[config.mk]
export PLATFORM = sky130hd
export DESIGN_NAME = exu8
export DESIGN_NICKNAME = d
export VERILOG_FILES = /design/src/rtl/exu8_pkg.sv /design/src/rtl/exu8_addsub.sv /design/src/rtl/exu8_logic.sv /design/src/rtl/exu8_shift.sv /design/src/rtl/exu8.sv
export SDC_FILE = /design/constraint.sdc
export NUM_CORES = 1
export LEC_CHECK = 0
export BUFFER_PORTS_ARGS = -buffer_cell sky130_fd_sc_hd__buf_4
export CORE_ASPECT_RATIO = 1.25
export CORE_MARGIN = 2
export CORE_UTILIZATION = 55
export DETAILED_ROUTE_END_ITERATION = 12
export HOLD_SLACK_MARGIN = 0.08
export PLACE_DENSITY = 0.84
export SYNTH_ARGS = -nofsm -noshare
export SYNTH_HDL_FRONTEND = slang
export SYNTH_SLANG_ARGS = --single-unit
[constraint.sdc]
create_clock -name clk -period 3 [get_ports clk]
set_input_delay 0.15 -clock clk [delete_from_list [all_inputs] [get_ports clk]]
set_output_delay 0.15 -clock clk [all_outputs]
set_load 0.02 [all_outputs]
[src/rtl/exu8_pkg.sv]
// Package: shared function encodings and the flag pair type for the byte
// execute unit. Assumes the group select picks which enum applies.
package exu8_pkg;

    // Arithmetic and logic function codes (group select low)
    typedef enum logic [2:0] {
        FN_ADD  = 3'b000,
        FN_ADDC = 3'b001,
        FN_SUB  = 3'b010,
        FN_SUBC = 3'b011,
        FN_AND  = 3'b100,
        FN_OR   = 3'b101,
        FN_XOR  = 3'b110,
        FN_MASK = 3'b111
    } alu_fn_e;

    // Shift function codes (group select high, low two bits of fn)
    typedef enum logic [1:0] {
        SH_LSL = 2'b00,
        SH_LSR = 2'b01,
        SH_ROL = 2'b10,
        SH_ROR = 2'b11
    } sh_fn_e;

    // Zero and carry flags carried together
    typedef struct packed {
        logic z;
        logic c;
    } flags_t;

endpackage

[src/rtl/exu8_addsub.sv]
// Module: adder/subtractor for the arithmetic group.
// Computes a+b(+cin) or a-b(-cin). The extra top bit gives the carry out
// or the borrow out. Assumes fn_sub and use_c come straight from decode.
module exu8_addsub #(
    parameter int W = 8
) (
    input  logic [W-1:0] a,
    input  logic [W-1:0] b,
    input  logic         fn_sub,
    input  logic         use_c,
    input  logic         cin,
    output logic [W-1:0] r,
    output logic         cout
);
    localparam int XW = W + 1;

    logic [XW-1:0] cin_ext;
    logic [XW-1:0] sum_x;
    logic [XW-1:0] dif_x;

    // Extend the incoming carry only for the with-carry forms
    always_comb begin
        cin_ext = {{W{1'b0}}, (use_c & cin)};
    end

    // Both paths at full width; the top bit is carry or borrow
    always_comb begin
        sum_x = {1'b0, a} + {1'b0, b} + cin_ext;
        dif_x = {1'b0, a} - {1'b0, b} - cin_ext;
        if (fn_sub) begin
            r    = dif_x[W-1:0];
            cout = dif_x[W];
        end else begin
            r    = sum_x[W-1:0];
            cout = sum_x[W];
        end
    end
endmodule

[src/rtl/exu8_logic.sv]
// Module: bitwise unit for the logic group (AND, OR, XOR, AND-NOT).
// Built one bit slice at a time. Carry is not produced here; the top
// clears it for this group.
module exu8_logic #(
    parameter int W = 8
) (
    input  logic [W-1:0] a,
    input  logic [W-1:0] b,
    input  logic [1:0]   sel,
    output logic [W-1:0] r
);
    // One slice per bit position
    for (genvar i = 0; i < W; i++) begin : g_slice
        always_comb begin
            unique case (sel)
                2'b00:   r[i] = a[i] & b[i];
                2'b01:   r[i] = a[i] | b[i];
                2'b10:   r[i] = a[i] ^ b[i];
                default: r[i] = a[i] & ~b[i];
            endcase
        end
    end
endmodule

[src/rtl/exu8_shift.sv]
// Module: shifter/rotator for the shift group.
// Places the operand in a double-width field so that the bit leaving the
// byte lands next to the result edge and becomes carry. A count of zero
// leaves that slot empty, so carry is 0. Assumes cnt < W.
module exu8_shift #(
    parameter int W = 8,
    parameter int CW = $clog2(W)
) (
    input  logic [W-1:0]  a,
    input  logic [CW-1:0] cnt,
    input  logic [1:0]    sel,
    output logic [W-1:0]  r,
    output logic          cout
);
    localparam int DW = 2 * W;

    logic [DW-1:0] up_x;
    logic [DW-1:0] dn_x;

    // Left and right placements of the operand
    always_comb begin
        up_x = {{W{1'b0}}, a} << cnt;
        dn_x = {a, {W{1'b0}}} >> cnt;
    end

    // Select the variant; rotates fold the spilled half back in
    always_comb begin
        unique case (sel)
            2'b00: begin
                r    = up_x[W-1:0];
                cout = up_x[W];
            end
            2'b01: begin
                r    = dn_x[DW-1:W];
                cout = dn_x[W-1];
            end
            2'b10: begin
                r    = up_x[W-1:0] | up_x[DW-1:W];
                cout = up_x[W];
            end
            default: begin
                r    = dn_x[DW-1:W] | dn_x[W-1:0];
                cout = dn_x[W-1];
            end
        endcase
    end
endmodule

[src/rtl/exu8.sv]
// Module: byte execute unit, top level.
// Picks the arithmetic, logic or shift result and registers the result and
// the next zero/carry flags one cycle after the inputs. With the flag-write
// enable low it registers the incoming flags unchanged. Assumes operand
// selection (register or immediate) happens upstream.
module exu8 #(
    parameter int W = 8,
    parameter int CW = $clog2(W)
) (
    input  logic          clk,
    input  logic          rst_n,
    input  logic          is_shift,
    input  logic [2:0]    fn,
    input  logic [W-1:0]  opd_a,
    input  logic [W-1:0]  opd_b,
    input  logic [CW-1:0] shamt,
    input  logic          c_in,
    input  logic          z_in,
    input  logic          flag_we,
    output logic [W-1:0]  res_q,
    output logic          z_q,
    output logic          c_q
);
    import exu8_pkg::*;

    logic [W-1:0] as_r;
    logic         as_c;
    logic [W-1:0] lg_r;
    logic [W-1:0] sh_r;
    logic         sh_c;
    logic [W-1:0] res_d;
    flags_t       flg_d;
    logic         c_new;

    exu8_addsub #(.W(W)) u_addsub (
        .a      (opd_a),
        .b      (opd_b),
        .fn_sub (fn[1]),
        .use_c  (fn[0]),
        .cin    (c_in),
        .r      (as_r),
        .cout   (as_c)
    );

    exu8_logic #(.W(W)) u_logic (
        .a   (opd_a),
        .b   (opd_b),
        .sel (fn[1:0]),
        .r   (lg_r)
    );

    exu8_shift #(.W(W), .CW(CW)) u_shift (
        .a    (opd_a),
        .cnt  (shamt),
        .sel  (fn[1:0]),
        .r    (sh_r),
        .cout (sh_c)
    );

    // Group result and group-specific carry meaning
    always_comb begin
        if (is_shift) begin
            res_d = sh_r;
            c_new = sh_c;
        end else if (fn[2]) begin
            res_d = lg_r;
            c_new = 1'b0;
        end else begin
            res_d = as_r;
            c_new = as_c;
        end
    end

    // Next flags: written or passed through
    always_comb begin
        if (flag_we) begin
            flg_d.z = (res_d == '0);
            flg_d.c = c_new;
        end else begin
            flg_d.z = z_in;
            flg_d.c = c_in;
        end
    end

    // Output register with synchronous active-low reset
    always_ff @(posedge clk) begin
        if (!rst_n) begin
            res_q <= '0;
            z_q   <= 1'b0;
            c_q   <= 1'b0;
        end else begin
            res_q <= res_d;
            z_q   <= flg_d.z;
            c_q   <= flg_d.c;
        end
    end
endmodule

Yosys cells after proc, flatten, opt, wreduce, memory -nomap -nowiden
Cells that the tools add are included.
{ "totals": {"register_bits": 10, "input_bits": 28, "out_inout_bits": 10, "elab_cells": 74} }
{ "classes": {"addsub": 4, "eq_ne": 2, "shift": 2, "muxes": 17, "n_bitwise": 43, "reduce_logical": 3} }
{ "ops": {"columns": ["operator", "n"], "rows": [
  ["8-bit 2-to-1 mux", 3],
  ["1-bit one-hot mux with 3 select lines", 8],
  ["8-bit one-hot mux with 3 select lines", 1],
  ["1-bit AND", 17],
  ["8-bit bitwise OR", 2],
  ["8-bit by 3-bit left shift with 16-bit output", 1],
  ["16-bit by 3-bit >> shifter with 16-bit output", 1],
  ["8-bit by 8-bit adder with 9-bit output", 1],
  ["9-bit by 1-bit adder with 9-bit output", 1],
  ["8-bit by 8-bit subtractor with 9-bit output", 1],
  ["9-bit by 1-bit subtractor with 9-bit output", 1],
  ["8-bit logical NOT", 1],
  ["1-bit NOT", 8],
  ["1-bit bitwise OR", 8],
  ["1-bit bitwise XOR", 8],
  ["1-bit 2-to-1 mux", 4],
  ["2-bit by 1-bit == test with 1-bit output (second input constant)", 1],
  ["2-bit == test (second input constant)", 1],
  ["2-bit logical NOT", 1],
  ["2-bit 2-to-1 mux", 1],
  ["2-bit OR reduction", 1]
]} }

Depth between registers and ports, before layout
{ "depth": {"ltp_word": 7, "mapped_depth": 13, "ltp_nobuf": 13} }

Hierarchy
A second synthesis with hierarchy kept.
{ "hier_totals": {"cells_unflattened": 379, "hier_area_um2": 2839.0} }
{ "modules_own_cells": {"columns": ["mod", "n_inst", "cells_per_inst", "area_each_um2", "seq_area_each_um2"], "rows": [
  ["exu8_addsub", 1, 122, 927.1, 0.0],
  ["exu8_shift", 1, 125, 878.3, 0.0],
  ["exu8", 1, 59, 531.8, 200.2],
  ["exu8_logic", 1, 73, 501.7, 0.0]
]} }

Least setup slack after synthesis
No wires, ideal clock.
{ "synth_timing": {"kind": "input to register", "startpoint": "in opd_a[0]", "endpoint": "reg res_q[7]", "setup_ps": 115, "t_arrival_ps": 2412, "required_time_ps": 2885, "setup_slack_ps": 473, "stages": 13, "n_path_buf": 1, "path_cell_list": "clkbuf_2 inv_1 fa_1 inv_1 ha_1 o21ai_0 a311oi_1 a21o_1 a21oi_1 xor2_1 a221oi_1 a31o_1 and2_1"} }
{ "synth_between": {"elab_chain_cells": 5, "word_cells_on_any_way": 12, "cone_classes": "add/sub: 4; shift: 2; mux: 4; bitwise: 2"} }
{ "synth_rtl": {"columns": ["item", "line", "text"], "rows": [
  ["from (decl)", "exu8.sv:14", "input logic [W-1:0] opd_a,"],
  ["8-bit by 8-bit adder with 9-bit output / 8-bit by 8-bit subtractor with 9-bit output (equally long branches)", "exu8_addsub.sv:28, exu8_addsub.sv:29", null],
  ["9-bit by 1-bit adder with 9-bit output / 9-bit by 1-bit subtractor with 9-bit output (equally long branches)", "exu8_addsub.sv:28, exu8_addsub.sv:29", null],
  ["8-bit 2-to-1 mux", "exu8_addsub.sv:30", "if (fn_sub) begin"],
  ["8-bit 2-to-1 mux", "exu8.sv:65", "end else if (fn[2]) begin"],
  ["8-bit 2-to-1 mux (*)", "exu8.sv:62", "if (is_shift) begin"],
  ["to (signal assigned)", "exu8.sv:92", "res_q <= res_d;"],
  ["to (decl)", "exu8.sv:20", "output logic [W-1:0] res_q,"]
]} }
Mark *: on every way between the ends. The rest lies on a longest branch, timed or not.
A chain may end at the register's enable or synchronous reset.

Final worst setup path
{ "layout_timing": {"startpoint": "in opd_a[0]", "endpoint": "reg z_q"} }
{ "layout_between": {"elab_chain_cells": 7, "word_cells_on_any_way": 19, "cone_classes": "add/sub: 4; shift: 2; mux: 6; bitwise: 6; reduce/logical: 1"} }
{ "layout_rtl": {"columns": ["item", "line", "text"], "rows": [
  ["8-bit by 8-bit adder with 9-bit output / 8-bit by 8-bit subtractor with 9-bit output (equally long branches)", "exu8_addsub.sv:28, exu8_addsub.sv:29", null],
  ["9-bit by 1-bit adder with 9-bit output / 9-bit by 1-bit subtractor with 9-bit output (equally long branches)", "exu8_addsub.sv:28, exu8_addsub.sv:29", null],
  ["8-bit 2-to-1 mux", "exu8_addsub.sv:30", null],
  ["8-bit 2-to-1 mux", "exu8.sv:65", null],
  ["8-bit 2-to-1 mux (*)", "exu8.sv:62", null],
  ["8-bit logical NOT (*)", "exu8.sv:77", "flg_d.z = (res_d == '0);"],
  ["2-bit 2-to-1 mux (*)", "exu8.sv:76", "if (flag_we) begin"],
  ["to (signal assigned)", "exu8.sv:93", "z_q <= flg_d.z;"],
  ["to (decl)", "exu8.sv:21", "output logic z_q,"]
]} }
Marks and branches as above.

==> impl_results.md <==
* Async SR Flop Fraction at 0
* Synth Area in XOR/XNOR at 0.0660
* Least-Margin Pin Slew at roughly 700 ps
* Arrival time worst endpoint at between 2000 and 3000 ps
* Final setup viols at 0
* Cells along the critical path: buf_4 > inv_1 > fa_1 > fa_1 > nor2b_1 > o221ai_1 > a21oi_1 > xnor2_1 > a21oi_1 > a31oi_1 > nand4_1 > o22ai_1
* Crit-path max FO at 8
* Final Critical Period at approximately 2500 ps
* TritonCTS Sinks at 10
* Final WS setup at approximately 510 ps
* Final period util at 0.831
* Fin Setup TNS at 0 ps
* Delay-heaviest family, CP: compound AO/OA/AOI/OAI gates
* Share of cells above drive strength 1 at 0.156
* Hold-fix buffers, CTS at 0
* Area grow syn2layout at 13.1%
* Starting DRT DRC Count at 315
* Die Ht at approximately 80 um
* Nets at roughly 420
* Net Switching at ~0.34 mW
* Num CTS Buffers at 3
* Yosys top cell area share at 0.164
* Power share of the clock group at 0.198
* Htree depth at 1
* Post-CTS Resized at 0
* Crit. End Element: flop
* Seq/Total Area, Yosys at 0.0794
* Vias in the first global route at ~2.5k
* Place WS at approximately 320 ps
* Drt drc at 0
* Worst Path Buf+Inv at 2
* Hold path depth at 2
* CTS root buf: clkbuf_8
* Post-Synth Adder-Cell Area at 0.196
* Row cnt at 27
* Largest net degree at the start of global routing at 29
* Sw Share at 0.418
* Max cap viols at 0
* Min-delay worst type: primary input to flop
* CTS tree: done
* Slew margin rel. at 0.533
* CP max-delay cell: fa_1
* Top FF cell, synth: dfxtp_1
* Crit path kind: primary input to flop
* Ports at 38
* Port bufs at 37
* Overall routing resource usage at 0.293
* Register bit total from synthesis at 10
* Maximum clock frequency at ~0.4 GHz
* Number of antenna diodes at 0
* Via count at ~2.7k
* Max clock buf depth at 2
* Startpoint Class: primary input
* Top cells by area, synth: ha_1, mux2i_1, dfxtp_1, inv_1, a21oi_1
* Total routed wirelength at between 7 and 8 mm
* Synth warn at 0
* Synth Instances at about 330
* Placer Congestion at around 0.99
* Largest family of logic cells by synthesized area: compound AO/OA/AOI/OAI gates
* Area leader, netlist: ha_1
* Combinational Power Share at 0.620
* Multiplexer area fraction after synthesis at 0.136
* Reg clk slew, reported paths at 50 ps
* Post-Syn Area at between 0.002 and 0.003 mm2
* Status: complete, no violations
* Core area at between 0.004 and 0.005 mm2
* Post-CTS setup buffers at 0
* Peak supply drop at between 150 and 200 uV
* Min-Delay Endpoint: z_q
* Reg power frac at 0.181
* Leakage at between 1 and 1.5 nW
* Final max-slew violation count at 0
* TritonRoute pass-1 iters at 5
* Post-synth cell types at 54
* Die ar. at just over 0.005 mm2
* Min-delay src: flag_we
* Die width at about 65 um
* Routed vias/inst at between 6 and 7
* Simple-gate portion of the synthesized area at 0.174
* Power density over the cells at 288 mW/mm2
* Syn_area_per_cell at between 7 and 8 um2
* Critical path's largest stage delay at 480 ps
* Fillers at slightly below 400
* EDFF count, synth at 0
* Initial core utilization at 0.574
* RSZ-0062 raised after global routing: no
* Hold Fails Final Rpt at 0
* Post-synthesis compound-gate area fraction at 0.258
* DP HPWL at 5.58 mm
* Global-route wire length before repair at around 12 mm
* Internal power at roughly 0.48 mW
* Wire per inst at roughly 17 um
* Initial antenna violation count at 0
* Critical Path RT at ~3200 ps
* Global route total overflow at 0
* Syn Nets at 396
* Final ANT Viol Nets at 0
[synthesized netlist by cell type, drive strengths merged, types with 9 or more instances]
master,number
inv,33
a21oi,19
ha,33
nand3,10
nor2,24
o21ai,20
buf,10
xor2,9
nand2,19
xnor2,10
dfxtp,10
mux2i,21
nor3,9
[kinds of logic (layout without fill, tap and decap cells)]
| group | count (synthesis) | in the layout |
|---|---|---|
| flops | 10 | 10 |
| fa+ha+maj | 37 | 37 |
| mux | 28 | 28 |
| buf+inv | 52 | 79 |
| xor+xnor | 19 | 19 |
| simple gates | 90 | 90 |
| compound gates | 95 | 95 |
[power by group through the flow]
stage	combinational [mW]	clock, mW	sequential, mW
floorplan	0.336	0	0.168
global placement	0.490	0	0.152
detailed placement	0.498	0	0.151
CTS	0.501	0.168	0.149
global route	0.556	0.176	0.150
finish	0.509	0.163	0.149
[per-stage QoR]
step | hold WS (ps) | power, mW | util | instance area (um2) | cells
2_1_floorplan | 244 | 0.505 | - | 2520 | 331
6_report | 131 | 0.821 | 0.649 | 2850 | 416
3_5_place_dp | 373 | 0.649 | 0.636 | 2790 | 412
5_1_grt | 138 | 0.882 | 0.649 | 2850 | 416
4_1_cts | 124 | 0.817 | 0.649 | 2850 | 416
3_3_place_gp | 367 | 0.642 | 0.636 | 2790 | 412
[registers in the layout (all words and copies together) (netlist names)]
name / count
res_q: 8
c_q: 1
z_q: 1
[cell type report]
class / instances / area, um2 / share of cell area
Inverter: 35 / 131 / 0.0461
Multi-Input combinational cell: 269 / 2090 / 0.733
Timing Repair Buffer: 40 / 300 / 0.105
Clock buffer: 4 / 55.1 / 0.0193
Tap cell: 58 / 72.6 / 0.0255
Sequential cell: 10 / 200 / 0.0703
[layout by cell type (no fill, tap or decap), types with 3 or more instances in the layout]
master,synthesis,layout
nand3b_1,4,4
nor3_1,9,9
ha_1,33,33
a221oi_1,6,6
nor2b_1,7,7
dfxtp_1,10,10
fa_1,4,4
buf_4,0,40
xor2_1,9,9
and2_1,6,6
a21o_1,3,3
mux2i_1,21,21
inv_1,33,33
or2_2,3,3
mux4_2,4,4
a21oi_1,19,19
nand2_1,19,19
a31oi_1,7,7
a2bb2oi_1,4,4
o22ai_1,4,4
o21ai_0,17,17
nor2_1,24,24
o311ai_0,4,4
clkbuf_8,0,4
o221ai_1,4,4
xnor2_1,10,10
o21ai_1,3,3
a211oi_1,6,6
nand3_1,10,10
[metal layers]
layer  track usage  up-vias  share of wire
met5             0        -              0
met4         0.209        0          0.061
met3        0.0296       36          0.078
met2         0.502      157           0.46
met1         0.337     1230           0.40
li1              -     1255              -
[worst max-delay path by stage]
stage,start,to,depth (start not counted)
6_report,opd_a[0],z_q,12
5_1_grt,opd_a[3],z_q,12
4_1_cts,opd_a[0],res_q[7],13
3_5_place_dp,opd_a[0],res_q[7],13
3_3_place_gp,opd_a[0],res_q[7],13
2_1_floorplan,opd_a[0],res_q[7],13
Note: power is estimated with default switching activity, not from simulation.
